File: src/rtl/pwm_pkg.sv
package pwm_pkg;
  typedef enum logic {
    POL_HIGH_FIRST = 1'b0,
    POL_LOW_FIRST  = 1'b1
  } pwm_pol_e;

  typedef struct packed {
    logic run;
    logic load;
  } pwm_ctl_t;
endpackage

File: src/rtl/pwm_shadow_regs.sv
module pwm_shadow_regs #(
  parameter int CNT_W = 16
) (
  input  logic             clk_i,
  input  logic             rst_ni,
  input  logic             load_i,
  input  logic [CNT_W-1:0] per_d_i,
  input  logic [CNT_W-1:0] ph_d_i,
  input  logic [CNT_W-1:0] du_d_i,
  output logic [CNT_W-1:0] per_q_o,
  output logic [CNT_W-1:0] ph_q_o,
  output logic [CNT_W-1:0] du_q_o
);
  logic [CNT_W-1:0] per_q, ph_q, du_q;
  logic [CNT_W-1:0] per_n, ph_n, du_n;

  always_comb begin
    per_n = per_q;
    ph_n  = ph_q;
    du_n  = du_q;
    if (load_i) begin
      per_n = per_d_i;
      ph_n  = ph_d_i;
      du_n  = du_d_i;
    end
  end

  always_ff @(posedge clk_i or negedge rst_ni) begin
    if (!rst_ni) begin
      per_q <= '0;
      ph_q  <= '0;
      du_q  <= '0;
    end else begin
      per_q <= per_n;
      ph_q  <= ph_n;
      du_q  <= du_n;
    end
  end

  assign per_q_o = per_q;
  assign ph_q_o  = ph_q;
  assign du_q_o  = du_q;
endmodule

File: src/rtl/pwm_master_cnt.sv
module pwm_master_cnt #(
  parameter int CNT_W = 16
) (
  input  logic             clk_i,
  input  logic             rst_ni,
  input  logic             run_i,
  input  logic [CNT_W-1:0] per_i,
  input  logic [CNT_W-1:0] ph_i,
  output logic [CNT_W-1:0] cnt_o,
  output logic             trig_o,
  output logic             wrap_o
);
  logic [CNT_W-1:0] cnt_q, cnt_n;
  logic             at_end;
  logic             ph_valid;

  assign at_end   = (cnt_q == per_i);
  assign ph_valid = (ph_i < per_i);

  always_comb begin
    cnt_n = cnt_q;
    if (!run_i) begin
      cnt_n = '0;
    end else if (at_end) begin
      cnt_n = '0;
    end else begin
      cnt_n = cnt_q + CNT_W'(1);
    end
  end

  always_ff @(posedge clk_i or negedge rst_ni) begin
    if (!rst_ni) begin
      cnt_q <= '0;
    end else begin
      cnt_q <= cnt_n;
    end
  end

  assign cnt_o  = cnt_q;
  assign wrap_o = run_i && at_end;
  assign trig_o = run_i && ph_valid && (cnt_q == ph_i);
endmodule

File: src/rtl/pwm_slave_oneshot.sv
module pwm_slave_oneshot #(
  parameter int CNT_W = 16
) (
  input  logic             clk_i,
  input  logic             rst_ni,
  input  logic             run_i,
  input  logic             trig_i,
  input  logic [CNT_W-1:0] per_i,
  input  logic [CNT_W-1:0] duty_i,
  input  logic             pol_i,
  output logic [CNT_W-1:0] cnt_o,
  output logic             act_o,
  output logic             pwm_o
);
  import pwm_pkg::*;

  logic [CNT_W-1:0] cnt_q, cnt_n;
  logic             act_q, act_n;
  logic             level_hi;
  pwm_pol_e         pol;

  always_comb begin
    cnt_n = cnt_q;
    act_n = act_q;
    if (!run_i) begin
      cnt_n = '0;
      act_n = 1'b0;
    end else if (trig_i) begin
      cnt_n = '0;
      act_n = 1'b1;
    end else if (act_q) begin
      if (cnt_q == per_i) begin
        act_n = 1'b0;
      end else begin
        cnt_n = cnt_q + CNT_W'(1);
      end
    end
  end

  always_ff @(posedge clk_i or negedge rst_ni) begin
    if (!rst_ni) begin
      cnt_q <= '0;
      act_q <= 1'b0;
    end else begin
      cnt_q <= cnt_n;
      act_q <= act_n;
    end
  end

  assign pol      = pwm_pol_e'(pol_i);
  assign level_hi = run_i && act_q && (cnt_q < duty_i);

  always_comb begin
    if (pol == POL_HIGH_FIRST) pwm_o = level_hi;
    else                       pwm_o = !level_hi;
  end

  assign cnt_o = cnt_q;
  assign act_o = act_q;
endmodule

File: src/rtl/pwm_phase_gen.sv
module pwm_phase_gen #(
  parameter int CNT_W = 16
) (
  input  logic             clk_i,
  input  logic             rst_ni,
  input  logic             en_i,
  input  logic [CNT_W-1:0] period_i,
  input  logic [CNT_W-1:0] phase_i,
  input  logic [CNT_W-1:0] duty_i,
  input  logic             pol_i,
  output logic             pwm_o,
  output logic             trig_o,
  output logic             wrap_o
);
  import pwm_pkg::*;

  logic [CNT_W-1:0] per_a, ph_a, du_a;
  logic [CNT_W-1:0] mcnt, scnt;
  logic             sact;
  logic             trig, wrap;
  pwm_ctl_t         ctl;

  assign ctl.run  = en_i && (per_a != '0);
  assign ctl.load = !ctl.run || wrap;

  pwm_shadow_regs #(.CNT_W(CNT_W)) u_shadow (
    .clk_i   (clk_i),
    .rst_ni  (rst_ni),
    .load_i  (ctl.load),
    .per_d_i (period_i),
    .ph_d_i  (phase_i),
    .du_d_i  (duty_i),
    .per_q_o (per_a),
    .ph_q_o  (ph_a),
    .du_q_o  (du_a)
  );

  pwm_master_cnt #(.CNT_W(CNT_W)) u_master (
    .clk_i  (clk_i),
    .rst_ni (rst_ni),
    .run_i  (ctl.run),
    .per_i  (per_a),
    .ph_i   (ph_a),
    .cnt_o  (mcnt),
    .trig_o (trig),
    .wrap_o (wrap)
  );

  pwm_slave_oneshot #(.CNT_W(CNT_W)) u_slave (
    .clk_i  (clk_i),
    .rst_ni (rst_ni),
    .run_i  (ctl.run),
    .trig_i (trig),
    .per_i  (per_a),
    .duty_i (du_a),
    .pol_i  (pol_i),
    .cnt_o  (scnt),
    .act_o  (sact),
    .pwm_o  (pwm_o)
  );

  assign trig_o = trig;
  assign wrap_o = wrap;
endmodule

File: config.mk
export PLATFORM = sky130hd
export DESIGN_NAME = pwm_phase_gen
export DESIGN_NICKNAME = d
export VERILOG_FILES = /design/src/rtl/pwm_pkg.sv /design/src/rtl/pwm_shadow_regs.sv /design/src/rtl/pwm_master_cnt.sv /design/src/rtl/pwm_slave_oneshot.sv /design/src/rtl/pwm_phase_gen.sv
export SDC_FILE = /design/constraint.sdc
export NUM_CORES = 1
export LEC_CHECK = 0
export ABC_CLOCK_PERIOD_IN_PS = 4800
export BUFFER_PORTS_ARGS = -buffer_cell sky130_fd_sc_hd__buf_2
export CAP_MARGIN = 20
export CORE_MARGIN = 5
export CORE_UTILIZATION = 58
export DETAILED_ROUTE_END_ITERATION = 10
export PLACE_DENSITY_LB_ADDON = 0.25
export SETUP_SLACK_MARGIN = 0.4
export SYNTH_ARGS = -nofsm -noshare
export SYNTH_HDL_FRONTEND = slang
export SYNTH_SLANG_ARGS = --single-unit
export TNS_END_PERCENT = 20
File: constraint.sdc
create_clock -name clk_i -period 4.8 [get_ports clk_i]
set_input_delay 0.48 -clock clk_i [delete_from_list [all_inputs] [get_ports clk_i]]
set_output_delay 0.48 -clock clk_i [all_outputs]
set_load 0.05 [all_outputs]
### Yosys cells after proc, flatten, opt, wreduce, memory -nomap -nowiden

Index checks and enable logic that the tools add are counted.

* equal/unequal tests: 5
* add/sub/neg operators: 2
* divide/modulo/power cells: 0
* shift-type cells: 0
* reduce and logical (&&, ||, !) cells: 11
* order comparisons: 2
* multipliers: 0
* multiplexer cells: 11
* bitwise operators: 0

Operator list (number)
* $mux W16: 6
* $eq A16 B16 Y1: 3
* $add A16 B1 Y16 const B: 2
* $lt A16 B16 Y1: 2
* $reduce_bool A16 Y1: 1
* $logic_and A1 B1 Y1: 6
* $mux W1: 5
* $ne A3 B2 Y1 const B: 1
* $ne A3 B3 Y1 const B: 1
* $logic_not A1 Y1: 2
* $reduce_and A2 Y1: 1
* $logic_or A1 B1 Y1: 1

* input bits: 52
* ROM bits: 0
* memories: 0
* latch bits: 0
* output and inout bits: 3
* memory bits (writable): 0
* logic and storage cells: 37
* register bits after elaboration: 81

### Logic depth before layout (Yosys ltp)

* depth in word-level cells: 6
* mapped depth: 9
* mapped depth without buffers: 8

### Cells and area by module

From an unflattened synthesis, not the netlist that was laid out.

* cell total of the unflattened synthesis: 462
* area total of the unflattened synthesis: 5019.8 µm²

By module, submodules not included
* pwm_shadow_regs: instances 1, cells an instance 101, area an instance 1860.5 µm², seq. area each 1201.2 µm²
* pwm_master_cnt: instances 1, cells an instance 172, area an instance 1541.5 µm², seq. area each 400.4 µm²
* pwm_slave_oneshot: instances 1, cells an instance 181, area an instance 1539.0 µm², seq. area each 425.4 µm²
* pwm_phase_gen: instances 1, cells an instance 8, area an instance 78.8 µm², seq. area each 0.0 µm²

### Least setup slack after synthesis

Ideal clock, no wire load.

* path type: flip-flop to output port
* start point: register u_slave.cnt_q[11] (netlist: u_slave.cnt_o[11])
* end point: output port pwm_o
* required time: 4320 ps
* path buffers: 0
* arrival: 2346 ps
* cell stages (with the launch flop): 8
* setup slack: 1974 ps
* path through: dfrtp_1 ha_1 a21oi_1 o21ai_0 a2111oi_0 o41ai_1 a21oi_1 xor2_1

* cells in the longest elaborated chain, start to end: 4

Ends and longest elaborated chain
* start: declaration: RTL line pwm_slave_oneshot.sv:17 `logic [CNT_W-1:0] cnt_q, cnt_n;`
* start signal: assignment: RTL line pwm_slave_oneshot.sv:45 `cnt_q <= cnt_n;`
* $lt A16 B16 Y1 *: RTL line pwm_slave_oneshot.sv:51 `assign level_hi = run_i && act_q && (cnt_q < duty_i);`
* $logic_and A1 B1 Y1 *: RTL line pwm_slave_oneshot.sv:51
* $logic_not A1 Y1: RTL line pwm_slave_oneshot.sv:55 `else pwm_o = !level_hi;`
* $mux W1 *: RTL line pwm_slave_oneshot.sv:54 `if (pol == POL_HIGH_FIRST) pwm_o = level_hi;`
* end: declaration: RTL line pwm_phase_gen.sv:11 `output logic pwm_o,`

Mark *: on every way between the ends. The rest lies on a longest branch, timed or not.

### Worst setup path after layout

* start point: register u_slave.cnt_q[9] (netlist: u_slave.cnt_o[9])
* end point: output port pwm_o

The elaborated chain is that of the path after synthesis.

==> impl_metrics.csv <==
group,metric,value,unit
outcome,run_status,"complete, no violations",
yosys,syn-cell-area,4810,um^2
final_layout,postLayoutCellArea,5280,um^2
sta,fin_skew,0.00901,ns
yosys,synth_area_per_cell,9.82,um^2
grt,grt_usage,0.214,
sta,achievable-frequency,314,MHz
setup_path,ff2ff_path_depth,6,
yosys,synth_seq_area_share,0.421,
clocking,cts-root-to-sink-buffers,2,
clocking,cts_max_level,3,
job,max_cap_violations,0,
yosys,distinct_cells_synth,40,
routing,num_vias,3509,
setup_path,critical_path_cell_sequence,"ha_1, a21oi_1, o21ai_0, a2111oi_0, o41ai_1, a21oi_1, xor2_1, buf_2",
yosys,yosys_warnings,0,
sta,setup_tns,0,ns
yosys,synth_ff_type,"sky130_fd_sc_hd__dfrtp_1",
routing,drc_errors,0,
sta,worst_margin_pin_slew,0.617,ns
setup_path,critical_path.max_stage_delay,0.48,ns
grt,grt_pass1_wl,17.1,mm
sta,post-route-min-period,3.18,ns
die,initial_utilization,0.591,
final_layout,multi_input_comb_area,2460,um^2
placement,post_dp_cell_area,5030,um^2
setup_path,worst_r2r_startpoint,"u_shadow.per_q_o[8]",
min_path,min_path_type,"primary input to asynchronous set/reset pin",
sta,timing.final.hold_violations,0,
setup_path,critical-path-top-cell-by-count,"sky130_fd_sc_hd__a21oi_1",
power_and_ir_drop,total_leakage_power,2.54,nW
yosys,synth_top_cell_area_share,0.421,
setup_path,start_point_of_the_critical_path,"u_slave.cnt_o[9]",
yosys,async_flop_share,1.00,
power_and_ir_drop,report.power.total,0.00148,W
yosys,postSynthRegisterBits,81,
setup_path,path_max_fanout,8,
die,die_area,10200,um^2
yosys,synth.top_cells.by_area,"sky130_fd_sc_hd__dfrtp_1 42%, sky130_fd_sc_hd__xor2_1 9.7%, sky130_fd_sc_hd__ha_1 8.3%",
yosys,number_of_synthesized_flops_with_an_enable_pin,0,
die,core_region_area,8130,um^2
grt,grt_start_max_net_pins,95,
die,io_pins,55,
placement,gpl_congestion,0.870,
sta,slew_headroom,0.588,
final_layout,nFillCells,668,
setup_path,worst-endpoint-arrival,2.70,ns
clocking,cts_tree,"built",
power_and_ir_drop,worst_ir_drop_vdd,0.161,mV
final_layout,fin_nets,618,
setup_path,ff2ff_setup_slack,2.38,ns
clocking,hold_buffers,0,
final_layout,register_area,2030,um^2
setup_path,worstSetupPathType,"flop to primary output",
routing,drt-vias-per-instance,5.46,
setup_path,cp-end-kind,"primary output",
clocking,clkLatencyLatePin,0.36,ns
grt,grt-ovfl-total,0,
placement,io_port_bufs,54,
setup_path,required,4.32,ns
routing,routed_wire_length,9.94,mm
grt,first_global_vias,3667,
final_layout,final_antenna_diode_count,0,
final_layout,area_growth,9.70,%
routing,wire_per_inst,15.5,um
sta,final-max-slew-violation-count,0,
final_layout,final_layout_size_suffix_gt1_frac,0.190,
setup_path,rr_endpoint,"u_shadow.du_q_o[0]",
sta,final.period_utilization,0.663,
yosys,netlist.top_cell.by_area,"sky130_fd_sc_hd__dfrtp_1",
clocking,cts_root_buffer,"sky130_fd_sc_hd__clkbuf_8",
final_layout,most_common_cell_after_layout_fill_and_taps_aside,"sky130_fd_sc_hd__dfrtp_1",
placement,place_hpwl,7.51,mm
yosys,synth.net_count,574,
yosys,post_synthesis_instance_total,490,
clocking,post_cts_resized,0,
routing,route.antenna.remaining_nets,0,
clocking,numCtsBuffers,9,
setup_path,worstSetupStartpointType,"flop",
setup_path,cp-endpoint,"pwm_o",
grt,number_of_antenna_violations_at_the_first_check_in_global_routing,0,
clocking,clkSinkCount,81,
power_and_ir_drop,p_per_area,281,nW/um^2
die,dieHeight,101,um
routing,detail_route.iter0.violations,166,
die,floorplan.die.width,101,um
sta,setup_repair_after_global_routing_missed_its_margin,"no",
clocking,worst_setup_hold_path_clk_slew,0.08,ns
routing,drt_pass1_iterations,4,
die,floorplan.rows,33,
setup_path,timing.critical_path.slowest_stage_cell,"sky130_fd_sc_hd__dfrtp_1",
sta,finalSetupViolCount,0,
clocking,post_cts.repair.setup_buffers,0,
final_layout,mostFrequentLayoutCells,"81 x sky130_fd_sc_hd__dfrtp_1, 53 x sky130_fd_sc_hd__xor2_1, 53 x sky130_fd_sc_hd__buf_2",
==> through the flow <==
stage                     std cells  hold slack, ns  setup slack (ns)   util
after CTS                       641           0.308              1.58  0.642
after detailed placement        626           0.509              1.99  0.618
final                           643         0.00148              1.62  0.649
after global routing            643         0.00401              1.30  0.649
after global placement          626           0.507              2.17  0.618
after floorplan                 490           0.184              1.97      -
==> sequential cells by signal, indices dropped and copies added, names as in the netlist <==
register and cells:
u_master.cnt_o 16, u_shadow.du_q_o 16, u_shadow.per_q_o 16, u_shadow.ph_q_o 16, u_slave.act_o 1, u_slave.cnt_o 16
==> area by class of cell <==
class                      count  area share
sequential                    81       0.384
timing repair buffer          56      0.0621
tap                          105      0.0249
inverter                      37      0.0263
clock inverter                 3     0.00759
clock buffer                  12      0.0294
multi-input combinational    349       0.465
==> synthesized netlist by cell type, types with 2 or more instances <==
library cell and number:
sky130_fd_sc_hd__inv_1 37, sky130_fd_sc_hd__nor2b_1 2, sky130_fd_sc_hd__ha_1 32, sky130_fd_sc_hd__dfrtp_1 81, sky130_fd_sc_hd__and3_1 4, sky130_fd_sc_hd__buf_8 4, sky130_fd_sc_hd__buf_2 7, sky130_fd_sc_hd__mux2_1 5
sky130_fd_sc_hd__clkbuf_1 2, sky130_fd_sc_hd__and2_1 2, sky130_fd_sc_hd__nand4_1 16, sky130_fd_sc_hd__mux2_2 13, sky130_fd_sc_hd__a211oi_1 2, sky130_fd_sc_hd__nand2_1 47, sky130_fd_sc_hd__clkbuf_2 2, sky130_fd_sc_hd__buf_6 6
sky130_fd_sc_hd__xor2_1 53, sky130_fd_sc_hd__xnor2_1 21, sky130_fd_sc_hd__nor3_1 8, sky130_fd_sc_hd__and4_1 4, sky130_fd_sc_hd__or3_1 4, sky130_fd_sc_hd__nor4_1 11, sky130_fd_sc_hd__nand3_1 17, sky130_fd_sc_hd__buf_4 2
sky130_fd_sc_hd__o21ai_2 13, sky130_fd_sc_hd__a21oi_1 16, sky130_fd_sc_hd__nor2_1 40, sky130_fd_sc_hd__o21ai_0 27
==> worst min-delay path by stage <==
stage                                     to  slack (ns)  cells past startpoint                from
after CTS                 u_shadow.du_q_o[2]        0.31                      3           duty_i[2]
after floorplan            u_master.cnt_o[0]        0.18                      0              rst_ni
after global placement    u_shadow.du_q_o[0]        0.51                      1  u_shadow.du_q_o[0]
after global routing      u_shadow.du_q_o[5]       0.004                      1              rst_ni
after detailed placement  u_shadow.du_q_o[3]        0.51                      2  u_shadow.du_q_o[3]
final                     u_shadow.du_q_o[7]       0.001                      1              rst_ni
==> cells by family after synthesis <==
kind of cell | share of synthesized area
AND/OR/NAND/NOR | 0.163
adder cells (fa/ha/maj) | 0.0832
buffers and inverters | 0.0695
AO/OA/AOI/OAI | 0.0843
flip-flops | 0.421
XOR/XNOR | 0.135
multiplexers | 0.0442
==> power breakdown <==
| group | switching (W) | internal, W | total, W |
|---|---|---|---|
| clock | 0.000236 | 0.000264 | 0.000500 |
| sequential | 0.0000482 | 0.000721 | 0.000770 |
| combinational | 0.000116 | 0.0000989 | 0.000214 |
==> routing by layer <==
metal / part of all wire / vias to the layer above / global-route usage
met4: 0.027 / 0 / 0.0828
met5: 0 / - / 0
met1: 0.41 / 1685 / 0.252
met2: 0.53 / 53 / 0.380
met3: 0.032 / 24 / 0.0443
li1: - / 1747 / -
==> worst max-delay path: cells and delay by family (launching register included) <==
family	cells	cell delay [ns]
adder cells (fa/ha/maj)	1	0.34
buffers and inverters	1	0.27
AO/OA/AOI/OAI	5	1.12
XOR/XNOR	1	0.15
flip-flops	1	0.48
No activity file was read; power rests on OpenSTA's default activity.
